`config.mk`:
```
export PLATFORM = sky130hd
export DESIGN_NAME = pd_seq
export DESIGN_NICKNAME = d
export VERILOG_FILES = /design/src/rtl/pd_seq_pkg.sv /design/src/rtl/pd_seq_timer.sv /design/src/rtl/pd_seq_idsel.sv /design/src/rtl/pd_seq_fsm.sv /design/src/rtl/pd_seq.sv
export SDC_FILE = /design/constraint.sdc
export NUM_CORES = 1
export LEC_CHECK = 0
export BUFFER_PORTS_ARGS = -buffer_cell sky130_fd_sc_hd__buf_2
export CAP_MARGIN = 0
export CORE_MARGIN = 2
export CORE_UTILIZATION = 45
export CTS_BUF_LIST = sky130_fd_sc_hd__clkbuf_8 sky130_fd_sc_hd__clkbuf_16
export DETAILED_ROUTE_END_ITERATION = 12
export PLACE_DENSITY_LB_ADDON = 0.1
export SETUP_SLACK_MARGIN = 0.02
export SYNTH_ARGS = -nofsm -noshare
export SYNTH_HDL_FRONTEND = slang
export SYNTH_HIERARCHICAL = 1
export SYNTH_SLANG_ARGS = --single-unit
```
`constraint.sdc`:
```
create_clock -name clk -period 2 [get_ports clk]
set_input_delay 0.4 -clock clk [delete_from_list [all_inputs] [get_ports clk]]
set_output_delay 0.4 -clock clk [all_outputs]
set_load 0.01 [all_outputs]
```
`src/rtl/pd_seq_pkg.sv`:
```
package pd_seq_pkg;

  typedef enum logic [3:0] {
    ST_IDLE,
    ST_RST,
    ST_PWR_REQ,
    ST_PWR_WAIT,
    ST_CLK_WAIT,
    ST_SETTLE_A,
    ST_CLAMP_REQ,
    ST_CLAMP_WAIT,
    ST_SETTLE_B,
    ST_FINISH,
    ST_UNDO_CLK,
    ST_UNDO_PWR,
    ST_FAIL
  } seq_st_e;

  typedef enum logic [2:0] {
    E_NONE   = 3'd0,
    E_BAD_ID = 3'd1,
    E_PWR    = 3'd2,
    E_CLK    = 3'd3,
    E_CLAMP  = 3'd4
  } err_e;

endpackage

```
`src/rtl/pd_seq_timer.sv`:
```
module pd_seq_timer #(
  parameter int CNT_W = 10
) (
  input  logic             clk,
  input  logic             rst_n,
  input  logic             load_i,
  input  logic [CNT_W-1:0] val_i,
  output logic             zero_o
);

  logic [CNT_W-1:0] cnt_q, cnt_d;
  logic             cnt_en;

  always_comb begin
    cnt_d  = cnt_q;
    cnt_en = 1'b0;
    if (load_i) begin
      cnt_d  = val_i;
      cnt_en = 1'b1;
    end else if (cnt_q != '0) begin
      cnt_d  = cnt_q - 1'b1;
      cnt_en = 1'b1;
    end
  end

  always_ff @(posedge clk or negedge rst_n) begin
    if (!rst_n) cnt_q <= '0;
    else if (cnt_en) cnt_q <= cnt_d;
  end

  assign zero_o = (cnt_q == '0);

endmodule

```
`src/rtl/pd_seq_idsel.sv`:
```
module pd_seq_idsel #(
  parameter int ID_W        = 5,
  parameter int NUM_DOMAINS = 25
) (
  input  logic                   clk,
  input  logic                   rst_n,
  input  logic [ID_W-1:0]        dom_id_i,
  input  logic                   id_ld_i,
  input  logic [NUM_DOMAINS-1:0] pwr_state_i,
  output logic                   id_ok_o,
  output logic [ID_W-1:0]        id_q_o,
  output logic                   already_o
);

  localparam int ID_SPAN = 1 << ID_W;

  logic [ID_SPAN-1:0] state_pad;
  logic [ID_W-1:0]    id_q;

  assign state_pad = ID_SPAN'(pwr_state_i);
  assign id_ok_o   = (int'(dom_id_i) < NUM_DOMAINS);

  always_ff @(posedge clk or negedge rst_n) begin
    if (!rst_n) id_q <= '0;
    else if (id_ld_i) id_q <= dom_id_i;
  end

  assign id_q_o    = id_q;
  assign already_o = state_pad[id_q];

endmodule

```
`src/rtl/pd_seq_fsm.sv`:
```
module pd_seq_fsm
  import pd_seq_pkg::*;
#(
  parameter int ID_W       = 5,
  parameter int CNT_W      = 10,
  parameter int SETTLE_CYC = 1000,
  parameter int ACK_TO     = 32
) (
  input  logic             clk,
  input  logic             rst_n,
  input  logic             start_i,
  input  logic             id_ok_i,
  input  logic             already_i,
  input  logic [ID_W-1:0]  id_q_i,
  input  logic             tz_i,
  input  logic             pwr_ack_i,
  input  logic             pwr_err_i,
  input  logic             clk_ack_i,
  input  logic             clk_err_i,
  input  logic             clamp_ack_i,
  input  logic             clamp_err_i,
  output logic             id_ld_o,
  output logic             tload_o,
  output logic [CNT_W-1:0] tval_o,
  output logic             dom_rst_o,
  output logic             pwr_on_o,
  output logic             pwr_off_o,
  output logic [ID_W-1:0]  pwr_id_o,
  output logic             clk_en_o,
  output logic             unclamp_o,
  output logic             done_o,
  output logic             err_o,
  output logic [2:0]       err_code_o
);

  localparam logic [CNT_W-1:0] ACK_LOAD    = CNT_W'(ACK_TO - 1);
  localparam logic [CNT_W-1:0] SETTLE_LOAD = CNT_W'(SETTLE_CYC - 1);

  seq_st_e st_q, st_d;
  logic    rst_hold_q, clk_en_q;
  err_e    code_q, code_d;
  logic    set_rst, clr_rst, set_clk, clr_clk, code_ld;

  always_comb begin
    st_d    = st_q;
    id_ld_o = 1'b0;
    tload_o = 1'b0;
    tval_o  = ACK_LOAD;
    set_rst = 1'b0;
    clr_rst = 1'b0;
    set_clk = 1'b0;
    clr_clk = 1'b0;
    code_ld = 1'b0;
    code_d  = code_q;
    unique case (st_q)
      ST_IDLE: begin
        if (start_i) begin
          if (id_ok_i) begin
            st_d    = ST_RST;
            id_ld_o = 1'b1;
            set_rst = 1'b1;
            clr_clk = 1'b1;
          end else begin
            st_d    = ST_FAIL;
            code_ld = 1'b1;
            code_d  = E_BAD_ID;
          end
        end
      end
      ST_RST: st_d = ST_PWR_REQ;
      ST_PWR_REQ: begin
        tload_o = 1'b1;
        if (already_i) begin
          st_d    = ST_CLK_WAIT;
          set_clk = 1'b1;
        end else begin
          st_d = ST_PWR_WAIT;
        end
      end
      ST_PWR_WAIT: begin
        if (pwr_ack_i) begin
          st_d    = ST_CLK_WAIT;
          set_clk = 1'b1;
          tload_o = 1'b1;
        end else if (pwr_err_i || tz_i) begin
          st_d    = ST_FAIL;
          code_ld = 1'b1;
          code_d  = E_PWR;
        end
      end
      ST_CLK_WAIT: begin
        if (clk_ack_i) begin
          st_d    = ST_SETTLE_A;
          tload_o = 1'b1;
          tval_o  = SETTLE_LOAD;
        end else if (clk_err_i || tz_i) begin
          st_d    = ST_UNDO_PWR;
          clr_clk = 1'b1;
          code_ld = 1'b1;
          code_d  = E_CLK;
        end
      end
      ST_SETTLE_A: if (tz_i) st_d = ST_CLAMP_REQ;
      ST_CLAMP_REQ: begin
        st_d    = ST_CLAMP_WAIT;
        tload_o = 1'b1;
      end
      ST_CLAMP_WAIT: begin
        if (clamp_ack_i) begin
          st_d    = ST_SETTLE_B;
          tload_o = 1'b1;
          tval_o  = SETTLE_LOAD;
        end else if (clamp_err_i || tz_i) begin
          st_d    = ST_UNDO_CLK;
          clr_clk = 1'b1;
          code_ld = 1'b1;
          code_d  = E_CLAMP;
        end
      end
      ST_SETTLE_B: begin
        if (tz_i) begin
          st_d    = ST_FINISH;
          clr_rst = 1'b1;
        end
      end
      ST_FINISH:   st_d = ST_IDLE;
      ST_UNDO_CLK: st_d = ST_UNDO_PWR;
      ST_UNDO_PWR: st_d = ST_FAIL;
      ST_FAIL:     st_d = ST_IDLE;
      default:     st_d = ST_IDLE;
    endcase
  end

  always_ff @(posedge clk or negedge rst_n) begin
    if (!rst_n) st_q <= ST_IDLE;
    else st_q <= st_d;
  end

  always_ff @(posedge clk or negedge rst_n) begin
    if (!rst_n) rst_hold_q <= 1'b0;
    else if (set_rst || clr_rst) rst_hold_q <= set_rst;
  end

  always_ff @(posedge clk or negedge rst_n) begin
    if (!rst_n) clk_en_q <= 1'b0;
    else if (set_clk || clr_clk) clk_en_q <= set_clk;
  end

  always_ff @(posedge clk or negedge rst_n) begin
    if (!rst_n) code_q <= E_NONE;
    else if (code_ld) code_q <= code_d;
  end

  assign dom_rst_o  = rst_hold_q;
  assign clk_en_o   = clk_en_q;
  assign pwr_on_o   = (st_q == ST_PWR_REQ) && !already_i;
  assign pwr_off_o  = (st_q == ST_UNDO_PWR);
  assign unclamp_o  = (st_q == ST_CLAMP_REQ);
  assign done_o     = (st_q == ST_FINISH);
  assign err_o      = (st_q == ST_FAIL);
  assign err_code_o = code_q;
  assign pwr_id_o   = id_q_i;


  pwr_under_rst_chk: assert property (@(posedge clk) disable iff (!rst_n)
    pwr_on_o |-> (dom_rst_o && !clk_en_o));


  unclamp_clk_on_chk: assert property (@(posedge clk) disable iff (!rst_n)
    unclamp_o |-> (clk_en_o && dom_rst_o));


  done_levels_chk: assert property (@(posedge clk) disable iff (!rst_n)
    done_o |-> (clk_en_o && !dom_rst_o));


  pwr_off_after_clk_chk: assert property (@(posedge clk) disable iff (!rst_n)
    pwr_off_o |-> !clk_en_o);


  bad_id_err_chk: assert property (@(posedge clk) disable iff (!rst_n)
    (st_q == ST_IDLE && start_i && !id_ok_i) |=> (err_o && err_code_o == 3'd1));


  busy_start_ignored_chk: assert property (@(posedge clk) disable iff (!rst_n)
    (st_q != ST_IDLE && start_i) |=> $stable(pwr_id_o));


  done_pulse_chk: assert property (@(posedge clk) disable iff (!rst_n)
    done_o |=> !done_o);


  err_pulse_chk: assert property (@(posedge clk) disable iff (!rst_n)
    err_o |=> !err_o);


  strobe_excl_chk: assert property (@(posedge clk) disable iff (!rst_n)
    $onehot0({pwr_on_o, pwr_off_o, unclamp_o, done_o, err_o}));

endmodule

```
`src/rtl/pd_seq.sv`:
```
module pd_seq #(
  parameter int ID_W        = 5,
  parameter int NUM_DOMAINS = 25,
  parameter int CLK_MHZ     = 100,
  parameter int SETTLE_US   = 10,
  parameter int ACK_TIMEOUT = 32
) (
  input  logic                   clk,
  input  logic                   rst_n,
  input  logic                   start_i,
  input  logic [ID_W-1:0]        dom_id_i,
  input  logic [NUM_DOMAINS-1:0] pwr_state_i,
  input  logic                   pwr_ack_i,
  input  logic                   pwr_err_i,
  input  logic                   clk_ack_i,
  input  logic                   clk_err_i,
  input  logic                   clamp_ack_i,
  input  logic                   clamp_err_i,
  output logic                   dom_rst_o,
  output logic                   pwr_on_o,
  output logic                   pwr_off_o,
  output logic [ID_W-1:0]        pwr_id_o,
  output logic                   clk_en_o,
  output logic                   unclamp_o,
  output logic                   done_o,
  output logic                   err_o,
  output logic [2:0]             err_code_o
);

  localparam int SETTLE_CYC = CLK_MHZ * SETTLE_US;
  localparam int MAX_CNT    = (SETTLE_CYC > ACK_TIMEOUT) ? SETTLE_CYC : ACK_TIMEOUT;
  localparam int CNT_W      = $clog2(MAX_CNT + 1);

  logic [1:0]       rst_sync_q;
  logic             rst_int_n;
  logic             id_ok, already, id_ld, tload, tz;
  logic [ID_W-1:0]  id_q;
  logic [CNT_W-1:0] tval;

  always_ff @(posedge clk or negedge rst_n) begin
    if (!rst_n) rst_sync_q <= 2'b00;
    else rst_sync_q <= {rst_sync_q[0], 1'b1};
  end
  assign rst_int_n = rst_sync_q[1];

  pd_seq_idsel #(
    .ID_W(ID_W), .NUM_DOMAINS(NUM_DOMAINS)
  ) u_idsel (
    .clk(clk), .rst_n(rst_int_n), .dom_id_i(dom_id_i), .id_ld_i(id_ld),
    .pwr_state_i(pwr_state_i), .id_ok_o(id_ok), .id_q_o(id_q), .already_o(already)
  );

  pd_seq_timer #(.CNT_W(CNT_W)) u_timer (
    .clk(clk), .rst_n(rst_int_n), .load_i(tload), .val_i(tval), .zero_o(tz)
  );

  pd_seq_fsm #(
    .ID_W(ID_W), .CNT_W(CNT_W), .SETTLE_CYC(SETTLE_CYC), .ACK_TO(ACK_TIMEOUT)
  ) u_fsm (
    .clk(clk), .rst_n(rst_int_n), .start_i(start_i), .id_ok_i(id_ok),
    .already_i(already), .id_q_i(id_q), .tz_i(tz),
    .pwr_ack_i(pwr_ack_i), .pwr_err_i(pwr_err_i),
    .clk_ack_i(clk_ack_i), .clk_err_i(clk_err_i),
    .clamp_ack_i(clamp_ack_i), .clamp_err_i(clamp_err_i),
    .id_ld_o(id_ld), .tload_o(tload), .tval_o(tval),
    .dom_rst_o(dom_rst_o), .pwr_on_o(pwr_on_o), .pwr_off_o(pwr_off_o),
    .pwr_id_o(pwr_id_o), .clk_en_o(clk_en_o), .unclamp_o(unclamp_o),
    .done_o(done_o), .err_o(err_o), .err_code_o(err_code_o)
  );

endmodule

```
==> metrics.csv <==
stage,metric,value,unit
status,status,finished with violations,
status,violations,negative setup slack,
worst_setup_path,critPathBufInv,1,
worst_setup_path,critical_path.startpoint,u_idsel/id_q_o[1],
grt,grt_max_degree,18,
power,ir_worst_vdd,748,µV
timing,fmax,433,MHz
worst_setup_path,cp_cell_sequence,"or3b_1, or3b_1, a32oi_2, nor4_2, buf_2",
layout,syn2layout_area_growth,30.4,%
floorplanning,rows,24,
detailed_routing,drtIter0Drc,192,
clock_tree,cts_max_level,1,
detailed_routing,vias_per_cell,5.44,
floorplanning,start_util,0.461,
layout,drive_gt1_frac,0.456,
layout,fin_nets,328,
grt,grt_pass1_wl,8800,µm
timing,report.final.slew_viol_count,0,
clock_tree,clockBufferDepth,2,
yosys,async_reset_ff_frac,1.00,
yosys,dominantRegCellSynth,dfrtp_1,
worst_setup_path,reg2reg_depth,8,
worst_setup_path,worstSetupStartpointType,flip-flop,
placed_design,dpl_cell_area,2450,µm²
detailed_routing,drt-total-wl,5020,µm
floorplanning,die_w,70.3,µm
worst_setup_path,cp.arrival,1.91,ns
worst_setup_path,regToRegEndpoint,u_fsm/st_q[1],
clock_tree,cts_tree,built,
layout,fillers,382,
placed_design,place.port_buffers,53,
floorplanning,io_pins,54,
clock_tree,clk_pin_slew_worst_paths,0.09,ns
grt,overflow,0,
placed_design,place.gp.congestion,0.892,
grt,gr-usage-all-layers,0.220,
timing,finalCriticalPeriod,2.31,ns
power,p_total,0.00393,W
timing,skew,0.00513,ns
detailed_routing,wl_per_cell,14.8,µm
yosys,seq_area_frac_synth,0.329,
placed_design,place_hpwl,3930,µm
detailed_routing,route.detailed.drc,0,
grt,grt_pass1_vias,1885,
worst_setup_path,cp-end-kind,output pin,
timing,final.period_utilization,1.16,
layout,final_area,2580,µm²
yosys,yosysTopAreaCell,dfrtp_1,
layout,diodes,0,
worst_setup_path,cp_top_family,simple AND/OR/NAND/NOR gates,
yosys,syn-cell-area,1980,µm²
power,p_sw,0.00160,W
grt,antenna_found_initial,0,
yosys,yosys-top-cells-area,"dfrtp_1 (33%), buf_4 (6.4%), mux2i_1 (4.0%)",
worst_setup_path,critPathCapture,pwr_on_o,
clock_tree,clk_latency,0.27,ns
layout,layout_commonest_cell,buf_2,
worst_setup_path,cp.depth,5,
clock_tree,cts.sink_count,26,
power,combPwrFrac,0.630,
detailed_routing,dr.pass1.iters,4,
yosys,postSynthCellCount,213,
layout,register_area,658,µm²
floorplanning,dieArea,4940,µm²
worst_setup_path,cp_common_cell,or3b_1,
worst_setup_path,required,1.60,ns
detailed_routing,vias,1844,
power,p_per_area,1520,nW/µm²
floorplanning,core,4290,µm²
worst_setup_path,r2r_slack,-0.22,ns
layout,final_cell_mix,"buf_2 (53), buf_4 (38), dfrtp_1 (20)",
floorplanning,die_h,70.3,µm
power,leakage,1.20,nW
power,power_frac_clock,0.111,
yosys,synth_top_cell_area_share,0.329,
power,power.internal,0.00233,W
worst_setup_path,cpPeakStageDelay,0.45,ns
hold_path,hold_path.class,reg2async,
timing,rsz0062_at_grt,yes,
yosys,synth_edf_count,0,
timing,hold_viol_final,0,
clock_tree,root_buffer,clkbuf_8,
worst_setup_path,worstSetupPathType,reg2out,
run,drv_cap,0,
worst_setup_path,critPathSlowestCell,dfrtp_2,
yosys,yosysWarnings,6,
timing,layout_setup_ws,-0.312,ns
worst_setup_path,path_max_fanout,6,
yosys,synthDistinctLibCells,60,
yosys,ys_ff_latch,26,
worst_setup_path,rr_startpoint,u_idsel/id_q_o[1],
timing,setup_viol,4,
yosys,avgSynthCellArea,9.29,µm²
layout,multi_input_area,1170,µm²
power,p_seq_frac,0.259,
clock_tree,cts_made_buffers,3,
detailed_routing,ant_nets,0,
power,switching_share,0.407,
## synth_stat cells, types with 4 or more instances
| library cell | count |
|---|---|
| nand3_1 | 4 |
| mux2_2 | 6 |
| nand2_1 | 15 |
| mux2i_1 | 8 |
| a31oi_1 | 4 |
| clkbuf_1 | 6 |
| a21oi_1 | 8 |
| nor2_1 | 18 |
| buf_4 | 17 |
| nor3_1 | 5 |
| xnor2_1 | 4 |
| dfrtp_1 | 26 |
| o21ai_0 | 11 |
| o31ai_1 | 4 |
| inv_1 | 10 |
## worst min path at each step
stage / startpoint / slack (ns) / end / depth (start not counted)
floorplan: rst_n / 0.10 / rst_sync_q[0] / 0
global placement: rst_sync_q[1] / 0.14 / u_timer/cnt_q[0] / 0
detailed placement: rst_sync_q[1] / 0.13 / u_timer/cnt_q[0] / 0
CTS: rst_sync_q[1] / 0.14 / u_timer/cnt_q[0] / 0
global route: rst_sync_q[1] / 0.17 / u_timer/cnt_q[0] / 0
finish: rst_sync_q[1] / 0.13 / u_timer/cnt_q[0] / 0
## layer usage
layer  routed length [µm]  GRT usage  vias up
met1                 2140      0.290      882
met2                 2630      0.365       43
li1                     -          -      915
met3                  205     0.0404        4
met5                    0          0        -
met4                   48     0.0684        0
## cells by family (layout without fill, tap and decap cells)
logic type / after synthesis / after routing / synth area share
AND/OR/NAND/NOR: 71 / 71 / 0.207
AO/OA/AOI/OAI: 52 / 52 / 0.187
XOR/XNOR: 5 / 5 / 0.0221
flip-flops: 26 / 26 / 0.329
adder cells (fa/ha/maj): 1 / 1 / 0.00632
other: 2 / 4 / 0.00379
multiplexers: 20 / 20 / 0.137
buffers and inverters: 36 / 108 / 0.108
## flip-flops by register name, summed over array words and instances, names as in the netlist
register          count
rst_sync_q            2
u_fsm/clk_en_o        1
u_fsm/dom_rst_o       1
u_fsm/err_code_o      3
u_fsm/st_q            4
u_idsel/id_q_o        5
u_timer/cnt_q        10
## power by group through the flow
stage | combinational (W) | sequential (W) | clock (W)
floorplan | 0.00175 | 0.000954 | 0
global route | 0.00274 | 0.00106 | 0.000479
finish | 0.00247 | 0.00102 | 0.000436
CTS | 0.00244 | 0.00100 | 0.000454
detailed placement | 0.00237 | 0.00101 | 0
global placement | 0.00235 | 0.00101 | 0
## layout make-up
class,count,share of cell area
clock inverters,1,0.0116
clock buffers,3,0.0160
flip-flops and latches,26,0.255
well taps,52,0.0252
repair buffers,93,0.222
inverters,11,0.0160
multi-input cells,153,0.455
## worst reg2reg max path, delay by kind of cell (launching register included)
kind | cells | cell delay (ns)
mux | 1 | 0.26
compound gates | 3 | 0.41
buf+inv | 1 | 0.17
flops | 1 | 0.45
simple gates | 3 | 0.82
## stage by stage
| stage | setup slack, ns | hold slack, ns | instances | utilization | setup TNS (ns) |
|---|---|---|---|---|---|
| 6_report | -0.312 | 0.132 | 339 | 0.601 | -0.843 |
| 5_1_grt | -0.407 | 0.174 | 339 | 0.601 | -1.37 |
| 4_1_cts | -0.339 | 0.144 | 338 | 0.596 | -0.903 |
| 3_5_place_dp | -0.155 | 0.134 | 331 | 0.571 | -0.481 |
| 3_3_place_gp | -0.126 | 0.137 | 331 | 0.571 | -0.402 |
| 2_1_floorplan | -0.105 | 0.104 | 215 | - | -0.236 |
## timing repair
action | CTS | global route
endpoints found under the hold margin | 2 | 0
resized for setup | 5 | 9
hold buffers | 1 | 0
endpoints found under the setup margin | 7 | 13
buffers inserted | 2 | 1
pin swaps | 5 | 2
No activity file was read; power rests on OpenSTA's default activity.
